`src/rtl/cf_lru_pkg.sv`:
```
package cf_lru_pkg;
  typedef struct packed {
    logic upd;      // shift the list and write the MRU slot
    logic isHit;    // the moved entry comes from a hit slot
    logic isWrite;  // request is a write
  } dirStrobe_t;
endpackage

```
`src/rtl/cf_lru_store.sv`:
```
module cf_lru_store
  import cf_lru_pkg::*;
#(
  parameter int N  = 8,
  parameter int W  = 4,
  parameter int TW = 8,
  localparam int IW = (N > 1) ? $clog2(N) : 1
) (
  input  logic          clk,
  input  logic          rst_n,
  input  logic          reqValid,
  input  logic [TW-1:0] reqTag,
  input  dirStrobe_t    strobe,
  input  logic [IW-1:0] moveSlot,
  output logic          anyHit,
  output logic [IW-1:0] hitIdx,
  output logic [IW-1:0] freeIdx,
  output logic          full,
  output logic [IW-1:0] victimIdx,
  output logic          windowClean,
  output logic          victimDirty,
  output logic [TW-1:0] victimTag
);
  localparam int WinLo = N - W;

  logic [TW-1:0] tagQ   [N];
  logic [N-1:0]  dirtyQ;
  logic [N-1:0]  validQ;
  logic [N-1:0]  hitVec;
  logic          headDirty;

  // tag match
  always_comb begin
    anyHit = 1'b0;
    hitIdx = '0;
    for (int i = 0; i < N; i++) begin
      hitVec[i] = validQ[i] && (tagQ[i] == reqTag);
      if (hitVec[i]) begin
        anyHit = 1'b1;
        hitIdx = IW'(i);
      end
    end
  end

  // first free slot (lowest index)
  always_comb begin
    freeIdx = '0;
    for (int i = N - 1; i >= 0; i--) begin
      if (!validQ[i]) freeIdx = IW'(i);
    end
  end

  assign full = &validQ;

  // clean-first window search: last clean hit in ascending order is nearest LRU
  always_comb begin
    victimIdx   = IW'(N - 1);
    windowClean = 1'b0;
    for (int i = WinLo; i < N; i++) begin
      if (validQ[i] && !dirtyQ[i]) begin
        victimIdx   = IW'(i);
        windowClean = 1'b1;
      end
    end
  end

  assign victimDirty = dirtyQ[victimIdx];
  assign victimTag   = tagQ[victimIdx];
  assign headDirty   = (strobe.isHit ? dirtyQ[moveSlot] : 1'b0) | strobe.isWrite;

  // remove entry at moveSlot, shift more recent ones down, write slot 0
  for (genvar g = 0; g < N; g++) begin : g_slot
    if (g == 0) begin : g_head
      always_ff @(posedge clk) begin
        if (!rst_n) begin
          tagQ[0]   <= '0;
          dirtyQ[0] <= 1'b0;
          validQ[0] <= 1'b0;
        end else if (strobe.upd) begin
          tagQ[0]   <= reqTag;
          dirtyQ[0] <= headDirty;
          validQ[0] <= 1'b1;
        end
      end
    end else begin : g_body
      always_ff @(posedge clk) begin
        if (!rst_n) begin
          tagQ[g]   <= '0;
          dirtyQ[g] <= 1'b0;
          validQ[g] <= 1'b0;
        end else if (strobe.upd && (IW'(g) <= moveSlot)) begin
          tagQ[g]   <= tagQ[g-1];
          dirtyQ[g] <= dirtyQ[g-1];
          validQ[g] <= validQ[g-1];
        end
      end
    end
  end

  // tags stay unique, so at most one slot matches
  p_unique_match_r10: assert property (@(posedge clk) disable iff (!rst_n)
    reqValid |-> $onehot0(hitVec));

  // the MRU slot receives the request tag with the dirty state of the request
  p_insert_mru_r3: assert property (@(posedge clk) disable iff (!rst_n)
    (strobe.upd && !strobe.isHit) |=>
      (tagQ[0] == $past(reqTag)) && (dirtyQ[0] == $past(strobe.isWrite)) && validQ[0]);

  // a write hit leaves the moved entry dirty
  p_write_hit_dirty_r5: assert property (@(posedge clk) disable iff (!rst_n)
    (strobe.upd && strobe.isHit && strobe.isWrite) |=> dirtyQ[0]);

  // the victim slot always lies inside the window
  p_victim_in_window_r6: assert property (@(posedge clk) disable iff (!rst_n)
    full |-> (int'(victimIdx) >= WinLo));
endmodule

```
`src/rtl/cf_lru_ctrl.sv`:
```
module cf_lru_ctrl
  import cf_lru_pkg::*;
#(
  parameter int N  = 8,
  parameter int TW = 8,
  localparam int IW = (N > 1) ? $clog2(N) : 1
) (
  input  logic          clk,
  input  logic          rst_n,
  input  logic          reqValid,
  input  logic          reqWrite,
  input  logic          anyHit,
  input  logic [IW-1:0] hitIdx,
  input  logic [IW-1:0] freeIdx,
  input  logic          full,
  input  logic [IW-1:0] victimIdx,
  input  logic          windowClean,
  input  logic          victimDirty,
  input  logic [TW-1:0] victimTag,
  output dirStrobe_t    strobe,
  output logic [IW-1:0] moveSlot,
  output logic          respValid,
  output logic          respHit,
  output logic          evictValid,
  output logic          evictWriteback,
  output logic [TW-1:0] evictTag
);
  logic doEvict;

  assign doEvict = reqValid && !anyHit && full;

  always_comb begin
    strobe.upd     = reqValid;
    strobe.isHit   = anyHit;
    strobe.isWrite = reqWrite;
    if (anyHit)    moveSlot = hitIdx;
    else if (full) moveSlot = victimIdx;
    else           moveSlot = freeIdx;
  end

  always_ff @(posedge clk) begin
    if (!rst_n) begin
      respValid      <= 1'b0;
      respHit        <= 1'b0;
      evictValid     <= 1'b0;
      evictWriteback <= 1'b0;
      evictTag       <= '0;
    end else begin
      respValid      <= reqValid;
      respHit        <= reqValid && anyHit;
      evictValid     <= doEvict;
      evictWriteback <= doEvict && victimDirty;
      evictTag       <= doEvict ? victimTag : '0;
    end
  end

  // writeback only accompanies an eviction
  p_wb_with_evict_r8: assert property (@(posedge clk) disable iff (!rst_n)
    evictWriteback |-> evictValid);

  // a hit response never carries an eviction
  p_hit_no_evict_r4: assert property (@(posedge clk) disable iff (!rst_n)
    respHit |-> (respValid && !evictValid));

  // with a clean window entry, the eviction is clean
  p_clean_first_r6: assert property (@(posedge clk) disable iff (!rst_n)
    (reqValid && !anyHit && full && windowClean) |=> (evictValid && !evictWriteback));

  // an all-dirty window gives a dirty eviction
  p_dirty_fallback_r7: assert property (@(posedge clk) disable iff (!rst_n)
    (reqValid && !anyHit && full && !windowClean) |=> (evictValid && evictWriteback));

  // no eviction while free slots remain
  p_no_evict_free_r10: assert property (@(posedge clk) disable iff (!rst_n)
    (reqValid && !full) |=> !evictValid);
endmodule

```
`src/rtl/cf_lru_dir.sv`:
```
module cf_lru_dir
  import cf_lru_pkg::*;
#(
  parameter int N  = 8,
  parameter int W  = 4,
  parameter int TW = 8
) (
  input  logic          clk,
  input  logic          rst_n,
  input  logic          reqValid,
  input  logic          reqWrite,
  input  logic [TW-1:0] reqTag,
  output logic          respValid,
  output logic          respHit,
  output logic          evictValid,
  output logic          evictWriteback,
  output logic [TW-1:0] evictTag
);
  localparam int IW = (N > 1) ? $clog2(N) : 1;

  dirStrobe_t    strobe;
  logic [IW-1:0] moveSlot, hitIdx, freeIdx, victimIdx;
  logic          anyHit, full, windowClean, victimDirty;
  logic [TW-1:0] victimTag;

  initial begin
    p_param_ok: assert (W >= 1 && W <= N && N >= 2);
  end

  cf_lru_store #(.N(N), .W(W), .TW(TW)) u_store (
    .clk(clk), .rst_n(rst_n), .reqValid(reqValid), .reqTag(reqTag),
    .strobe(strobe), .moveSlot(moveSlot), .anyHit(anyHit), .hitIdx(hitIdx),
    .freeIdx(freeIdx), .full(full), .victimIdx(victimIdx),
    .windowClean(windowClean), .victimDirty(victimDirty), .victimTag(victimTag)
  );

  cf_lru_ctrl #(.N(N), .TW(TW)) u_ctrl (
    .clk(clk), .rst_n(rst_n), .reqValid(reqValid), .reqWrite(reqWrite),
    .anyHit(anyHit), .hitIdx(hitIdx), .freeIdx(freeIdx), .full(full),
    .victimIdx(victimIdx), .windowClean(windowClean), .victimDirty(victimDirty),
    .victimTag(victimTag), .strobe(strobe), .moveSlot(moveSlot),
    .respValid(respValid), .respHit(respHit), .evictValid(evictValid),
    .evictWriteback(evictWriteback), .evictTag(evictTag)
  );
endmodule

```
`config.mk`:
```
export PLATFORM = sky130hd
export DESIGN_NAME = cf_lru_dir
export DESIGN_NICKNAME = d
export VERILOG_FILES = /design/src/rtl/cf_lru_pkg.sv /design/src/rtl/cf_lru_store.sv /design/src/rtl/cf_lru_ctrl.sv /design/src/rtl/cf_lru_dir.sv
export SDC_FILE = /design/constraint.sdc
export NUM_CORES = 1
export LEC_CHECK = 0
export BUFFER_PORTS_ARGS = -buffer_cell sky130_fd_sc_hd__buf_4
export CAP_MARGIN = 15
export CORE_MARGIN = 5
export CORE_UTILIZATION = 60
export DETAILED_ROUTE_END_ITERATION = 10
export PLACE_DENSITY = 0.78
export SLEW_MARGIN = 30
export SYNTH_ARGS = -nofsm -noshare
export SYNTH_HDL_FRONTEND = slang
export SYNTH_HIERARCHICAL = 1
export SYNTH_SLANG_ARGS = --single-unit
```
`constraint.sdc`:
```
create_clock -name clk -period 3.5 [get_ports clk]
set_clock_uncertainty 0.05 [all_clocks]
set_input_delay 0.35 -clock clk [delete_from_list [all_inputs] [get_ports clk]]
set_output_delay 0.35 -clock clk [all_outputs]
set_load 0.02 [all_outputs]
```
==> run metrics <==
Slew HR=60.97%; PD cells=428.0 nW/um2; TritonCTS Buffers=9; layout cell share with drive strength beyond 1=14.62%; setup bufs post-CTS=0; CP Data Arrival Time=3.37 ns; RR Startpoint=u_store/tagQ[4][5]; Via density=5.724; design area=5200 um2; Die X-Extent=99.04 um; Max Cap Viol=0; VDD IR max=0.3024 mV; Setup WS post-layout=0.3269 ns; Sequential Power Share=55.1%; first-pass GRT wire length=14.92 mm; iteration count of the initial detailed-routing pass=5; Fin Setup TNS=0 ns; CTS tree=done; Worst EP required=3.70 ns; core footprint=7727 um2; DPL Wire Length=7.011 mm; count of final setup violators=0; post-route ant nets=0; root buffer cell=clkbuf_8; combinational fraction of design power=7.1%; min Tclk post-route=3.173 ns; Post-route DRC=0; Mapped Cells=408; Least-Margin Pin Slew=0.5794 ns; static leakage=2.055 nW; critical path type=reg -> reg; Power Internal=0.001740 W; syn_area_per_cell=11.66 um2; cell area after synthesis=4757 um2; CTS clk-pin slew, worst paths=0.09 ns; Core Rows=32; RR Endpoint=u_store/dirtyQ[0]; # IOs=24; routability cong.=0.8693; max-slew violations=0; Crit. Startpoint=u_store/tagQ[4][5]; DR WL met3=489 um; Max Used Layer=met4; ant diodes=0; power share of the clock group=37.7%; worst reg-to-reg setup slack=0.33 ns; FMAX=0.3152 GHz; initial antenna violation count=0; Fin. Hold Viols=0; maximum fanout along the worst path=9; Hold Path Class=in -> reg; R2R cell count=11; htree depth=3; DRT met1 WL=3.923 mm; Fill cells=571; CP Launch Type=register; endpoint class of the critical path=register; period utilization=90.66%; number of global-route vias before repair=2,980; DR WL/cell=17.18 um; Net Sw Power=0.0004860 W; post-layout power=0.002226 W; initial core utilization=61.56%; Final #Nets=438; via count=3,051; crit path to=u_store/dirtyQ[0]; Port Buffers=23; Clock Path Buffers=2; worst skew pair latency=0.36 ns; Post-Route WL=9.159 mm; synth warn=6; Initial DRC Count=144; Placed Area=4962 um2; area growth from synthesis to layout=9.311%; Congestion Overflow GR=0; Die Height=99.04 um; CTS Sinks=92; Total GRT Usage=19.57%; Post-Syn Nets=420; # hold bufs at CTS=0; DIE AREA=9809 um2; largest net degree at the start of global routing=25; pre-CTS WS=0.1096 ns; switching part of the total=21.84%; RSZ-0062 raised after global routing=false; status=completed; met2 wire length=4.562 mm
==> metal layers <==
metal	vias to the layer above	GRT usage, %
li1	1465	-
met2	92	32.13
met4	0	8.088
met1	1477	25.35
met5	-	0
met3	17	3.963
==> cell usage in the layout, fill, tap and decap left out, types with 3 or more instances in the layout <==
cell,instances
a22o_1,11
nor2b_1,3
dfxtp_1,28
and2_1,58
nor4_1,3
nand4_1,12
xor2_1,10
mux2i_1,27
and3_1,11
bufinv_16,3
nand2_1,19
nand3_1,9
nor2_1,8
nor3_1,5
o21ai_0,6
inv_1,9
buf_4,31
clkbuf_8,9
xnor2_1,53
edfxtp_1,64
a21oi_1,6
and2_4,9
==> power groups by stage <==
stage	Combinational, W	Sequential [W]	Clock (W)
3_5_place_dp	0.000159	0.00125	0
4_1_cts	0.000160	0.00123	0.000855
3_3_place_gp	0.000155	0.00125	0
5_1_grt	0.000173	0.00123	0.000904
6_report	0.000159	0.00123	0.000840
2_1_floorplan	0.000125	0.00124	0
==> sequential cells by signal (all words and copies together), names as in the netlist <==
signal and cells:
u_store/tagQ 64, u_ctrl/evictTag 8, u_store/dirtyQ 8, u_ctrl/evictWriteback 1, u_store/validQ 8, u_ctrl/respValid 1, u_ctrl/respHit 1, u_ctrl/evictValid 1
==> metrics by stage <==
step | utilization [%] | instances | hold slack (ns)
floorplan | - | 408 | 0.4010
global placement | 64.22 | 517 | 0.4343
detailed placement | 64.22 | 517 | 0.4364
CTS | 67.29 | 533 | 0.1811
global route | 67.29 | 533 | 0.2182
finish | 67.29 | 533 | 0.2009
==> final cells by class <==
class                           count  area, um2  share of cell area (%)
Clock buffer                        9      123.9                   2.382
Clock inverter                      7      113.9                   2.190
Inverter                            9      33.78                  0.6497
Multi-Input combinational cell    283       2086                   40.11
Sequential cell                    92       2482                   47.74
Tap cell                          102      127.6                   2.454
Timing Repair Buffer               31      232.7                   4.475
==> worst min-delay path by stage <==
stage,startpoint,endpoint,cells after the start
floorplan,u_store/dirtyQ[0],u_store/dirtyQ[1],1
global placement,u_store/dirtyQ[1],u_store/dirtyQ[2],1
detailed placement,u_store/dirtyQ[0],u_store/dirtyQ[1],1
CTS,reqWrite,u_store/dirtyQ[0],3
global route,reqWrite,u_store/dirtyQ[0],3
finish,reqWrite,u_store/dirtyQ[0],3
==> worst max-delay path, stage by stage (launching register included) <==
cell,delay [ns]
edfxtp_1,0.45
xnor2_1,0.28
nand3_1,0.10
nor3_1,0.32
nor2_1,0.10
nand4_1,0.29
nand2_1,0.09
o21ai_1,0.26
mux4_1,0.63
mux2_2,0.28
a21oi_1,0.14
a21oi_1,0.07
==> what timing repair did <==
item | 4_1_cts | 5_1_grt
endpoints found under the setup margin | 0 | 18
hold endpoints to repair | 0 | 0
gates resized for setup | 0 | 1
No activity file was read; power rests on OpenSTA's default activity.
